`config.mk`:
```
export PLATFORM = sky130hd
export DESIGN_NAME = fwp_guard
export DESIGN_NICKNAME = d
export VERILOG_FILES = /design/src/rtl/fwp_pkg.sv /design/src/rtl/fwp_pulse_count.sv /design/src/rtl/fwp_window.sv /design/src/rtl/fwp_rules.sv /design/src/rtl/fwp_guard.sv
export SDC_FILE = /design/constraint.sdc
export NUM_CORES = 1
export LEC_CHECK = 0
export ABC_AREA = 1
export BUFFER_PORTS_ARGS = -buffer_cell sky130_fd_sc_hd__buf_2
export CAP_MARGIN = 10
export CORE_MARGIN = 2
export CORE_UTILIZATION = 45
export CTS_CLUSTER_SIZE = 40
export DETAILED_ROUTE_END_ITERATION = 10
export GPL_ROUTABILITY_DRIVEN = 0
export GPL_TIMING_DRIVEN = 0
export PLACE_DENSITY = 0.88
export SYNTH_ARGS = -nofsm -noshare
export SYNTH_HDL_FRONTEND = slang
export SYNTH_SLANG_ARGS = --single-unit
```
`constraint.sdc`:
```
create_clock -name clk -period 1.99 [get_ports clk]
set_input_delay 0.0995 -clock clk [delete_from_list [all_inputs] [get_ports clk]]
set_output_delay 0.0995 -clock clk [all_outputs]
set_load 0.02 [all_outputs]
```
`src/rtl/fwp_pkg.sv`:
```
package fwp_pkg;

    typedef enum logic [2:0] {
        CMD_NONE = 3'd0,
        CMD_PROG = 3'd1,
        CMD_SECT = 3'd2,
        CMD_BULK = 3'd3,
        CMD_SRWR = 3'd4
    } cmd_e;

    typedef enum logic [1:0] {
        ST_IDLE    = 2'd0,
        ST_SHIFT   = 2'd1,
        ST_VERDICT = 2'd2
    } st_e;

    // Sectors covered by a protect code, counted from the top of the array.
    function automatic int prot_count(input int code, input int aw);
        if (code == 0)
            return 0;
        if (code - 1 >= aw)
            return 1 << aw;
        return 1 << (code - 1);
    endfunction

endpackage

```
`src/rtl/fwp_pulse_count.sv`:
```
module fwp_pulse_count #(
    parameter int CNT_W = 8
) (
    input  logic clk,
    input  logic rst_n,
    input  logic clear,
    input  logic en,
    input  logic sck,
    output logic aligned
);

    logic             sck_q;
    logic [CNT_W-1:0] cnt_q;
    logic             rise;

    assign rise = sck & ~sck_q;

    always_ff @(posedge clk or negedge rst_n) begin
        if (!rst_n) begin
            sck_q <= 1'b0;
        end else begin
            sck_q <= sck;
        end
    end

    always_ff @(posedge clk or negedge rst_n) begin
        if (!rst_n) begin
            cnt_q <= '0;
        end else if (clear) begin
            cnt_q <= '0;
        end else if (en && rise) begin
            cnt_q <= cnt_q + 1'b1;
        end
    end

    assign aligned = (cnt_q[2:0] == 3'b000);

    // a cleared counter starts the next frame at zero
    a_r10_clear_zero: assert property (@(posedge clk) disable iff (!rst_n)
        clear |=> (cnt_q == '0));

    // without enable the count does not move
    a_r11_hold: assert property (@(posedge clk) disable iff (!rst_n)
        (!en && !clear) |=> $stable(cnt_q));

endmodule

```
`src/rtl/fwp_window.sv`:
```
module fwp_window #(
    parameter int SECT_AW = 5,
    parameter int BP_W    = 3
) (
    input  logic [BP_W-1:0]    bp,
    input  logic [SECT_AW-1:0] sect_idx,
    output logic               hit,
    output logic               bp_any
);
    import fwp_pkg::*;

    localparam int NCODES  = 1 << BP_W;
    localparam int SECTORS = 1 << SECT_AW;

    logic [SECT_AW:0] lo_tab [NCODES];

    for (genvar g = 0; g < NCODES; g++) begin : g_lo
        localparam int LO = SECTORS - prot_count(g, SECT_AW);
        assign lo_tab[g] = LO[SECT_AW:0];
    end

    assign hit    = ({1'b0, sect_idx} >= lo_tab[bp]);
    assign bp_any = |bp;

endmodule

```
`src/rtl/fwp_rules.sv`:
```
module fwp_rules (
    input  logic [2:0] cls,
    input  logic       aligned,
    input  logic       win_hit,
    input  logic       bp_any,
    input  logic       srwd,
    input  logic       wp_n,
    output logic       valid,
    output logic       pass
);
    import fwp_pkg::*;

    logic lock;

    always_comb begin
        valid = 1'b1;
        lock  = 1'b0;
        case (cls)
            CMD_PROG, CMD_SECT: lock = win_hit;
            CMD_BULK:           lock = bp_any;
            CMD_SRWR:           lock = srwd & ~wp_n;
            default:            valid = 1'b0;
        endcase
        pass = valid & aligned & ~lock;
    end

endmodule

```
`src/rtl/fwp_guard.sv`:
```
module fwp_guard #(
    parameter int ADDR_W     = 24,
    parameter int SECT_SHIFT = 16,
    parameter int SECT_AW    = 5,
    parameter int BP_W       = 3,
    parameter int CNT_W      = 8
) (
    input  logic              clk,
    input  logic              rst_n,
    input  logic              cs_n,
    input  logic              sck,
    input  logic [2:0]        cmd_cls,
    input  logic [BP_W-1:0]   bp,
    input  logic              srwd,
    input  logic              wp_n,
    input  logic [ADDR_W-1:0] addr,
    output logic              exec_o,
    output logic              reject_o
);
    import fwp_pkg::*;

    localparam int SECT_TOP = SECT_SHIFT + SECT_AW;

    st_e  state_q, state_d;
    logic cnt_en, cnt_clr, aligned;
    logic win_hit, bp_any;
    logic dec_valid, dec_pass;
    logic valid_q, pass_q;
    logic [SECT_AW-1:0] sect_idx;
    logic unused_addr_bits;

    assign sect_idx         = addr[SECT_SHIFT +: SECT_AW];
    assign unused_addr_bits = ^{addr[ADDR_W-1:SECT_TOP], addr[SECT_SHIFT-1:0]};

    assign cnt_en  = (state_q == ST_SHIFT) && !cs_n;
    assign cnt_clr = (state_q != ST_SHIFT);

    fwp_pulse_count #(.CNT_W(CNT_W)) u_count (
        .clk     (clk),
        .rst_n   (rst_n),
        .clear   (cnt_clr),
        .en      (cnt_en),
        .sck     (sck),
        .aligned (aligned)
    );

    fwp_window #(.SECT_AW(SECT_AW), .BP_W(BP_W)) u_window (
        .bp       (bp),
        .sect_idx (sect_idx),
        .hit      (win_hit),
        .bp_any   (bp_any)
    );

    fwp_rules u_rules (
        .cls     (cmd_cls),
        .aligned (aligned),
        .win_hit (win_hit),
        .bp_any  (bp_any),
        .srwd    (srwd),
        .wp_n    (wp_n),
        .valid   (dec_valid),
        .pass    (dec_pass)
    );

    // next-state logic
    always_comb begin
        state_d = state_q;
        unique case (state_q)
            ST_IDLE:    if (!cs_n) state_d = ST_SHIFT;
            ST_SHIFT:   if (cs_n)  state_d = ST_VERDICT;
            ST_VERDICT: state_d = cs_n ? ST_IDLE : ST_SHIFT;
            default:    state_d = ST_IDLE;
        endcase
    end

    // state register and decision latch
    always_ff @(posedge clk or negedge rst_n) begin
        if (!rst_n) begin
            state_q <= ST_IDLE;
            valid_q <= 1'b0;
            pass_q  <= 1'b0;
        end else begin
            state_q <= state_d;
            if (state_q == ST_SHIFT && cs_n) begin
                valid_q <= dec_valid;
                pass_q  <= dec_pass;
            end
        end
    end

    // outputs
    always_comb begin
        exec_o   = 1'b0;
        reject_o = 1'b0;
        if (state_q == ST_VERDICT && valid_q) begin
            exec_o   = pass_q;
            reject_o = ~pass_q;
        end
    end

    // never both strobes
    a_r2_exclusive: assert property (@(posedge clk) disable iff (!rst_n)
        !(exec_o && reject_o));

    // a strobe lasts one cycle
    a_r2_one_cycle: assert property (@(posedge clk) disable iff (!rst_n)
        (exec_o || reject_o) |=> !(exec_o || reject_o));

    // a strobe follows a sampled release of chip select
    a_r2_after_release: assert property (@(posedge clk) disable iff (!rst_n)
        (exec_o || reject_o) |-> $past(cs_n));

    // an executed command had an aligned pulse count
    a_r4_aligned: assert property (@(posedge clk) disable iff (!rst_n)
        exec_o |-> aligned);

    // code 0 opens no window
    a_r5_empty: assert property (@(posedge clk) disable iff (!rst_n)
        (bp == '0) |-> !win_hit);

    // codes 6 and 7 cover every sector
    a_r6_full: assert property (@(posedge clk) disable iff (!rst_n)
        (bp >= BP_W'(6)) |-> win_hit);

endmodule

```
Word level (Yosys, flattened, before mapping):

Memories as Yosys holds them, arrays and structs flattened.
Index checks and enable logic that the tools add are counted.

* flip-flop bits (word level): 13
* memory bits (read-only): 48
* bits of input ports: 36
* output and inout bits: 2
* word-level logic and storage cells: 51
* memories kept: 1

Memories
* (no name shown): depth 8, width 6, read ports 1, clocked after Yosys merged registers in 0, write ports 0, line fwp_window.sv:22 `assign hit = ({1'b0, sect_idx} >= lo_tab[bp]);`

* add/sub/neg operators: 1
* order comparisons: 2
* equality and inequality tests: 9
* muxes and demuxes: 12
* bitwise logic cells: 9
* reduce and logical (&&, ||, !) cells: 12

Operator list (count)
* 8-bit 2-to-1 mux: 2
* 6-bit 2-to-1 mux: 2
* 8-bit by 1-bit adder with 8-bit output (second input constant): 1
* 3-bit by 2-bit equality test with 1-bit output (second input constant): 2
* 5-bit by 6-bit >= comparator with 1-bit output: 1
* 2-bit case mux with 3 select lines: 1
* 1-bit bitwise AND: 4
* 4-bit >= comparator (second input constant): 1
* 1-bit logical AND: 4
* 1-bit 2-to-1 mux: 4
* 2-bit 2-to-1 mux: 2
* 2-bit != test (second input constant): 2
* 1-bit inverter: 4
* 3-bit inverter with 4-bit output: 1
* 4-bit OR reduction: 1
* 3-bit by 1-bit equality test with 1-bit output (second input constant): 1
* 3-bit equality test (second input constant): 1
* 3-bit logical NOT: 1
* 1-bit case mux with 3 select lines: 1
* 3-bit OR reduction: 1
* 2-bit by 1-bit equality test with 1-bit output (second input constant): 1
* 2-bit equality test (second input constant): 1
* 2-bit logical NOT: 1
* 2-bit by 1-bit != test with 1-bit output (second input constant): 1
* 4 further kinds: 4

Longest topological paths before layout:

Gate-level depths: netlist (run 1).

* depth after elaboration: 8
* mapped depth: 13
* gate-level depth less buffers: 13

Modules after synthesis:

Synthesis (run 1) repeated with hierarchy kept, for this count alone.

* cell total of the unflattened synthesis: 99
* area, all modules: 686.9 um2

Modules (own cells, without submodules)
* fwp_pulse_count: times used 1, cells an instance 29, area each 230.2 um2, sequential area each 100.1 um2
* fwp_window: times used 1, cells an instance 33, area each 207.7 um2, sequential area each 0.0 um2
* fwp_guard: times used 1, cells an instance 21, area each 176.4 um2, sequential area each 100.1 um2
* fwp_rules: times used 1, cells an instance 16, area each 72.6 um2, sequential area each 0.0 um2

Least setup slack after synthesis (run 1):

Ideal clock, no wire load.

* kind: input to register
* start: input bp[1]
* end: register pass_q
* setup time: 0.120 ns
* data arrival time: 1.155 ns
* data required time: 1.870 ns
* path slack: 0.715 ns
* stages on the path: 12
* buffers on the path: 0
* cell sequence: inv_1 -> ha_1 -> nor2_1 -> a21oi_1 -> ha_1 -> nand2_1 -> nor2_1 -> nand2_1 -> nand2_1 -> nand2_1 -> nand2_1 -> nand2_1

* longest elaborated chain between the ends: 8
* elaborated cells on any way between the ends: 9
* classes of those cells: order compare (1); mux (3); bitwise (3); reduce/logical (1); memory (1)

RTL lines
* start: declaration: line fwp_guard.sv:13 `input logic [BP_W-1:0] bp,`
* 3-bit inverter with 4-bit output (implied by the code): line fwp_window.sv:22
* memory read 8 x 6 bit
* 6-bit 2-to-1 mux (implied by the code) (2 in a row): line fwp_window.sv:22
* 5-bit by 6-bit >= comparator with 1-bit output: line fwp_window.sv:22
* 1-bit case mux with 3 select lines *: line fwp_rules.sv:18 `case (cls)`
* 1-bit inverter *: line fwp_rules.sv:24 `pass = valid & aligned & ~lock;`
* 1-bit bitwise AND *: line fwp_rules.sv:24
* end signal: assignment: line fwp_guard.sv:86 `pass_q <= dec_pass;`
* end: declaration: line fwp_guard.sv:28 `logic valid_q, pass_q;`

Every way passes the cells marked *; elsewhere a longest branch is shown, timed or not. The select of a mux whose other input is x is not followed.
A chain may end at the register's enable or synchronous reset.

Worst setup path after layout (run 1):

* start: input bp[0]
* end: register pass_q

Same word-level chain as after synthesis.

==> metrics.md, run 1 <==
| Metric | Value |
|---|---|
| Status | `finished, final reports clean` |
| Chip width | `around 42 um` |
| FP Rows | `13` |
| Diodes inserted | `0` |
| CTS tree | `built` |
| Placed inst area | `between 700 and 800 um^2` |
| DP HPWL | `slightly below 1 mm` |
| Total wire length | `around 1.1 mm` |
| DR WL/cell | `just under 9 um` |
| Met3 usage | `4.783%` |
| Register area share after synthesis | `around a third` |
| Ys Warns | `0` |
| Slowest cell delay on critical path | `slightly below 300 ps` |
| Clock slew at reported path FFs | `50 ps` |
| Initial antenna violation count | `0` |
| Busiest metal layer after global routing | `met2` |
| Max_cap viols | `0` |
| Crit path required time | `approximately 2200 ps` |
| Total core area | `roughly 1300 um^2` |
| Final Hold Violating Endpoints | `0` |
| Cell Area, Synth | `between 600 and 700 um^2` |
| Via density per instance | `4.720` |
| Adder-cell share of the synthesized area | `19.69%` |
| Number of H-tree levels | `1` |
| ANT nets after route | `0` |
| Peak fanout along the critical path | `3` |
| F_max | `slightly above 800 MHz` |
| Worst path cell trace | `buf_2 > inv_1 > ha_1 > nor2_1 > a21oi_1 > ha_1 > a21oi_1 > nor2_1 > nor2_1 > nand2_1 > nand2_1 > nand2_1 > nand2_1` |
| 1st-pass router iterations | `4` |
| Post-Synth Simple-Gate Area | `between 20 and 30%` |
| Cts repair resizes | `0` |
| Vias in the first global route | `approximately 550` |
| Layout cells sized above 1 | `about 25%` |
| Largest family of logic cells by synthesized area | `simple AND/OR/NAND/NOR gates` |
| GRT overflow | `0` |
| Complex-gate fraction of the synthesized area | `roughly a tenth` |
| Setup total negative slack | `0 ps` |
| Slew headroom | `between 80 and 90%` |
| #FFs+latches synth | `8` |
| P per Cell Area | `around 520 nW/um^2` |
| Total GRT Usage | `14.57%` |
| Hold Crit Class | `in -> reg` |
| Post-synthesis cell type count | `18` |
| Slew of the pin with the lowest slew margin | `190.0 ps` |
| Post-CTS Setup Repair Bufs | `0` |
| Port bufs | `18` |
| Clk sinks | `8` |
| Critical Path Start Type | `input port` |
| Min Tclk post-route | `between 1000 and 1500 ps` |
| Final setup fails | `0` |
| Met1 Use GR | `17.08%` |
| Syn Inst Count | `between 80 and 90` |
| Num ports | `38` |
| CP endpoint kind | `flip-flop` |
| Crit path DAT | `~1400 ps` |
| P_leak | `0.4419 nW` |
| CTS Hold Buffers Added | `2` |
| Clk_lat worst skew | `between 200 and 300 ps` |
| Most frequent cells in the layout | `nand2_1, buf_2, inv_1, nor2_1, ha_1` |
| CTS Buf Count | `3` |
| Avg Cell Area, Syn | `7.306 um^2` |
| Crit path top cell by count | `nand2_1` |
| Mapped Nets | `133` |
| Initial DRC Count | `2` |
| Final #Nets | `about 160` |
| Final period utilization | `around three fifths` |
| Root Driver | `clkbuf_4` |
| First-pass GRT wire length | `~2.0 mm` |
| Post-synthesis mux area share | `0%` |
| Largest net degree at the start of global routing | `9` |
| Post-Synth XOR/XNOR Area | `0%` |
| Post-route DRC violation count | `0` |
| Setup Crit Path Kind | `in -> reg` |
| CTS max path bufs | `2` |
| VDD IR max | `approximately 360 uV` |
| # fillers | `between 100 and 150` |
| Skew final | `around 3.9 ps` |
| Via count | `between 500 and 600` |
| RSZ-0062 raised after global routing | `no` |
| GR Layer Usage met2 | `24.06%` |
| Fin. max-slew vios | `0` |
| Die area | `1729 um^2` |
| Initial Util | `between 40% and 50%` |
| Most common cell after layout, fill and taps aside | `nand2_1` |
| Final Instance Area | `between 700 and 800 um^2` |
| Slowest stage cell, crit path | `ha_1` |
| Chip height | `41.58 um` |
| Layout overhead on the synthesized area | `23.82%` |
## routing by layer
layer  part of all wire [%]  vias to the layer above
met5                      0                        -
met4                    2.5                        0
met3                    4.7                        5
met2                     47                       14
met1                     45                      251
li1                       -                      320
## report_power, final
group          leakage (nW)  switching [mW]  internal (mW)  total (mW)
combinational         0.324          0.0564         0.0439       0.100
clock                0.0138          0.0545         0.0689       0.123
sequential            0.104         0.00786          0.175       0.183
## stage by stage
stage	power, mW	util [%]	hold slack [ps]	cells	setup WS [ps]
detailed placement	0.2842	56.51	-47.99	120	503.9
CTS	0.4111	59.73	23.05	125	760.8
global placement	0.2794	56.51	-54.65	120	532.0
floorplan	0.2475	-	-196.1	87	714.8
finish	0.4069	59.73	25.02	125	778.1
global route	0.4344	59.73	25.78	125	598.2
## final timing paths
path / from / endpoint / slack, ps / cells after the start
setup / recovery: bp[0] / pass_q$_DFFE_PN0P_ / 780 / 13
hold / removal: cs_n / state_q[0]$_DFFE_PN0P_ / 30 / 2
setup reg to reg: u_count.cnt_q[0]$_DFFE_PN0P_ / pass_q$_DFFE_PN0P_ / 940 / 7
hold reg to reg: state_q[0]$_DFFE_PN0P_ / state_q[0]$_DFFE_PN0P_ / 460 / 1
max in group asynchronous: rst_n / u_count.cnt_q[1]$_DFFE_PN0P_ / 1600 / 2
min in group asynchronous: rst_n / state_q[0]$_DFFE_PN0P_ / 210 / 2
## cell type report
cell class | count | area (um^2) | share of cell area (%)
multi-input cells | 62 | 371.6 | 47.22
well taps | 15 | 18.77 | 2.385
flip-flops and latches | 8 | 200.2 | 25.44
inverters | 17 | 63.81 | 8.108
repair buffers | 20 | 110.1 | 13.99
clock buffers | 3 | 22.52 | 2.862
## worst max-delay path: cells and delay by family
family / cells / cell delay, ps
AO/OA/AOI/OAI: 2 / 200
adder cells (fa/ha/maj): 2 / 480
buffers and inverters: 2 / 140
AND/OR/NAND/NOR: 7 / 490
## cell families (layout without fill, tap and decap cells)
logic type	count (synthesis)	after routing
adders and majority gates	10	10
and+or+nand+nor	39	39
AOI/OAI and AO/OA	13	13
buffers and inverters	17	40
DFF	8	8
## flip-flops by register name, summed over array words and instances (netlist names)
name	flops
state_q	2
valid_q	1
u_count.sck_q	1
pass_q	1
u_count.cnt_q	3
## synthesized netlist by cell type
cell type,count,area share [%]
ha_1,10,20
nand4_1,1,0.98
a21oi_1,6,4.7
o21ai_1,4,3.1
nand3b_1,1,1.2
nand2_2,1,0.98
or2_1,1,0.98
clkinv_1,1,0.59
nand3_1,3,2.4
nor2_2,1,0.98
dfrtp_1,8,31
nor2_4,2,3.5
nor2_1,10,5.9
nand2_1,19,11
a21boi_0,1,1.2
inv_2,3,1.8
inv_1,13,7.7
o21ai_0,2,1.6
Note: power is estimated with default switching activity, not from simulation.
==> run 2, diff against run 1 <==
--- a/config.mk
+++ b/config.mk
@@ -5,16 +5,16 @@
 export SDC_FILE = /design/constraint.sdc
 export NUM_CORES = 1
 export LEC_CHECK = 0
-export ABC_AREA = 1
+export ABC_AREA = 0
 export BUFFER_PORTS_ARGS = -buffer_cell sky130_fd_sc_hd__buf_2
 export CAP_MARGIN = 10
 export CORE_MARGIN = 2
-export CORE_UTILIZATION = 45
+export CORE_UTILIZATION = 41
 export CTS_CLUSTER_SIZE = 40
 export DETAILED_ROUTE_END_ITERATION = 10
 export GPL_ROUTABILITY_DRIVEN = 0
 export GPL_TIMING_DRIVEN = 0
-export PLACE_DENSITY = 0.88
+export PLACE_DENSITY = 0.82
 export SYNTH_ARGS = -nofsm -noshare
 export SYNTH_HDL_FRONTEND = slang
 export SYNTH_SLANG_ARGS = --single-unit
==> constraint.sdc (replaced) <==
create_clock -name clk -period 1.15 [get_ports clk]
set_input_delay 0.0575 -clock clk [delete_from_list [all_inputs] [get_ports clk]]
set_output_delay 0.0575 -clock clk [all_outputs]
set_load 0.02 [all_outputs]
==> metrics.md, run 2 <==
| Metric | Value |
|---|---|
| Status | `finished with violations` |
| Failing checks | `setup timing` |
| Post-synthesis cell type count | `25 (+7)` |
| Crit path DAT | `1560 ps (+150 ps)` |
| Post-synth top flop | `dfrtp_1` |
| Root Driver | `clkbuf_4` |
| RSZ-0062 raised after global routing | `yes` |
| FP Rows | `14 (+1)` |
| GRT overflow | `0 (unchanged)` |
| Total core area | `1454 um^2 (+10%)` |
| Die area | `1837 um^2 (+6.3%)` |
| Clock slew at reported path FFs | `50 ps (about the same)` |
| CTS tree | `built` |
| Num ports | `38 (unchanged)` |
| Worst hold path endpoint | `u_count.sck_q$_DFF_PN0_` |
| Final period utilization | `124.6%` |
| Most frequent cells after synthesis | `ha_1, dfrtp_1, inv_1` |
| Most frequent cells in the layout | `buf_2, ha_1, dfrtp_1` |
| Vias in the first global route | `478 (-14%)` |
| Skew final | `0.6287 ps (-3.307 ps)` |
| EDFF count, synth | `0 (unchanged)` |
| Synth area leader | `dfrtp_1` |
| Worst path cell trace | `buf_12 > inv_12 > ha_4 > or2_4 > a21boi_4 > ha_4 > a21o_1 > a21oi_2 > a2111oi_4 > o31ai_1` |
| Post-layout util | `62.31% (+2.6 points)` |
| Count leader, synth | `ha_1` |
| Hold path cells | `1 (-1)` |
| FF-to-FF path depth | `3 (-4)` |
| Min Tclk post-route | `1432 ps` |
| ANT nets after route | `0 (unchanged)` |
| Syn Inst Count | `64 (-26%)` |
| Peak fanout along the critical path | `3 (unchanged)` |
| # fillers | `117 (-0.85%)` |
| Largest net degree at the start of global routing | `9 (unchanged)` |
| Clk_lat worst skew | `250 ps (about the same)` |
| Most common cell after layout, fill and taps aside | `buf_2` |
| Via density per instance | `4.990 (+5.7%)` |
| Initial Util | `42.60% (-5.6 points)` |
| DR WL/cell | `12.10 um (+38%)` |
| Max reg flops | `3 (unchanged)` |
| Cell Area, Synth | `619.3 um^2 (-2.6%)` |
| Biggest regs | `u_count.cnt_q (3), state_q (2)` |
| #FFs+latches synth | `8 (unchanged)` |
| Via count | `524 (-11%)` |
| VDD IR max | `786.0 uV (+120%)` |
| Max_cap viols | `0 (unchanged)` |
| Slowest cell delay on critical path | `340 ps (+50 ps)` |
| HP Start | `sck` |
| Register area share after synthesis | `32.32% (+0.83 points)` |
| Final Hold Violating Endpoints | `0 (unchanged)` |
| Clk sinks | `8 (unchanged)` |
| Number of H-tree levels | `1 (unchanged)` |
| Slew of the pin with the lowest slew margin | `255.8 ps (+65.87 ps)` |
| RR Endpoint | `pass_q$_DFFE_PN0P_` |
| Initial antenna violation count | `0 (unchanged)` |
| R2r startpoint | `state_q[1]$_DFFE_PN0P_` |
| Post-route DRC violation count | `0 (unchanged)` |
| Diodes inserted | `0 (unchanged)` |
| Hold Crit Class | `in -> reg` |
| Final WS setup | `-282.5 ps (-1061 ps)` |
| Layout overhead on the synthesized area | `46.26%` |
| Share of the synthesized area in the top cell type | `32.32% (+0.83 points)` |
| Setup Crit Path Kind | `in -> reg` |
| CP endpoint kind | `flip-flop` |
| Port bufs | `18 (unchanged)` |
| P per Cell Area | `840.5 nW/um^2 (+63%)` |
| Critical Path Start Type | `input port` |
| Total wire length | `1.271 mm (+16%)` |
| Fin. max-slew vios | `0 (unchanged)` |
| Layout cells sized above 1 | `39.33% (+14 points)` |
| Largest Register | `u_count.cnt_q` |
| Slew headroom | `82.82% (-4.5 points)` |
| Setup slack, reg-to-reg | `60 ps (-880 ps)` |
| Crit path top cell by count | `ha_4` |
| 1st-pass router iterations | `4 (unchanged)` |
| Chip height | `42.87 um (+3.1%)` |
| Slowest stage cell, crit path | `a2111oi_4` |
| Ys Warns | `0 (unchanged)` |
| Final #Nets | `137 (-13%)` |
| Initial DRC Count | `12 (+10)` |
| P_leak | `0.4451 nW (+0.74%)` |
| Final setup fails | `1 (+1)` |
| DP HPWL | `940.1 um (-2.1%)` |
| Storage cell area | `200.2 um^2 (unchanged)` |
| Multi-input gate area | `459.2 um^2 (+24%)` |
| Asr flop ratio synth | `100.0% (unchanged)` |
| Mapped Nets | `110 (-17%)` |
| CTS max path bufs | `2 (unchanged)` |
| Total GRT Usage | `15.34% (+0.77 points)` |
| CTS Buf Count | `3 (unchanged)` |
| Avg Cell Area, Syn | `9.677 um^2 (+32%)` |
| Largest cells by area after synthesis | `dfrtp_1, ha_1, inv_1` |
| Power after layout | `0.7614 mW (+87%)` |
| Crit path required time | `1280 ps (-910 ps)` |
| First-pass GRT wire length | `2.104 mm (+5.5%)` |
| F_max | `698.1 MHz` |
| Chip width | `42.87 um (+3.1%)` |
[run 2: cell count changes in the layout (fill, tap and decap cells not counted), moves of 4 or more]
cell | before | now
buf_2 | 18 | 14
inv_1 | 13 | 5
nand2_1 | 19 | 5
nand2b_1 | 0 | 4
nor2_1 | 10 | 5
o21ai_1 | 4 | 0
[run 2: worst max path at each step]
| stage | start | end | slack [ps] | cells past startpoint |
|---|---|---|---|---|
| after floorplan | bp[1] | pass_q$_DFFE_PN0P_ | -500 | 9 |
| after global placement | bp[1] | pass_q$_DFFE_PN0P_ | -750 | 10 |
| after detailed placement | bp[1] | pass_q$_DFFE_PN0P_ | -780 | 10 |
| after CTS | bp[1] | pass_q$_DFFE_PN0P_ | -290 | 10 |
| after global routing | bp[1] | pass_q$_DFFE_PN0P_ | -340 | 10 |
| final | bp[1] | pass_q$_DFFE_PN0P_ | -280 | 10 |
[run 2: report_power, final]
part,switching [mW],internal (mW),leakage [nW]
combinational,0.107,0.127,0.328
clock,0.0874,0.119,0.0138
sequential,0.0174,0.303,0.104
[run 2: through the flow]
| stage | hold WS [ps] | setup TNS (ps) | instance area [um^2] | setup WS (ps) | cells |
|---|---|---|---|---|---|
| floorplan | -238.1 | -497.8 | 659.4 | -497.8 | 64 |
| global placement | -97.31 | -753.6 | 769.5 | -753.6 | 98 |
| detailed placement | -92.34 | -776.6 | 769.5 | -776.6 | 98 |
| CTS | 168.3 | -289.9 | 858.3 | -289.9 | 104 |
| global route | 87.32 | -364.9 | 905.9 | -344.0 | 105 |
| finish | 70.10 | -282.5 | 905.9 | -282.5 | 105 |
[run 2: final cells by class]
cell class	instances	area share, %
Inverter	7	4.834
Sequential cell	8	22.10
Multi-Input combinational cell	49	50.69
Tap cell	16	2.210
Timing Repair Buffer	22	17.68
Clock buffer	3	2.486
[run 2: kinds of logic (layout without fill, tap and decap cells)]
family	count (synthesis)	in the layout	share of synthesized area (%)
compound gates	11	11	12.32
xor+xnor	4	4	5.658
fa+ha+maj	10	10	20.20
buf+inv	7	32	4.243
flops	8	8	32.32
mux	1	1	1.818
simple gates	23	23	23.43
[run 2: routing by layer]
metal	GRT usage (%)	vias up	wire length, um
li1	-	270	-
met1	20.05	239	519
met2	23.94	15	680
met3	5.532	0	71
met4	3.750	0	0
met5	0	-	0
[run 2: worst max-delay path, delay by kind of cell]
| kind | cells | cell delay [ps] |
|---|---|---|
| AOI/OAI and AO/OA | 5 | 770 |
| and+or+nand+nor | 1 | 220 |
| adders and majority gates | 2 | 400 |
| buffers and inverters | 2 | 120 |
[run 2: timing repair]
item	CTS	global route
gates cloned	0	0
hold endpoints to repair	10	0
setup buffers	0	2
hold buffers	3	0
gates resized for setup	7	7
pin swaps	7	7
setup endpoints to repair	1	6
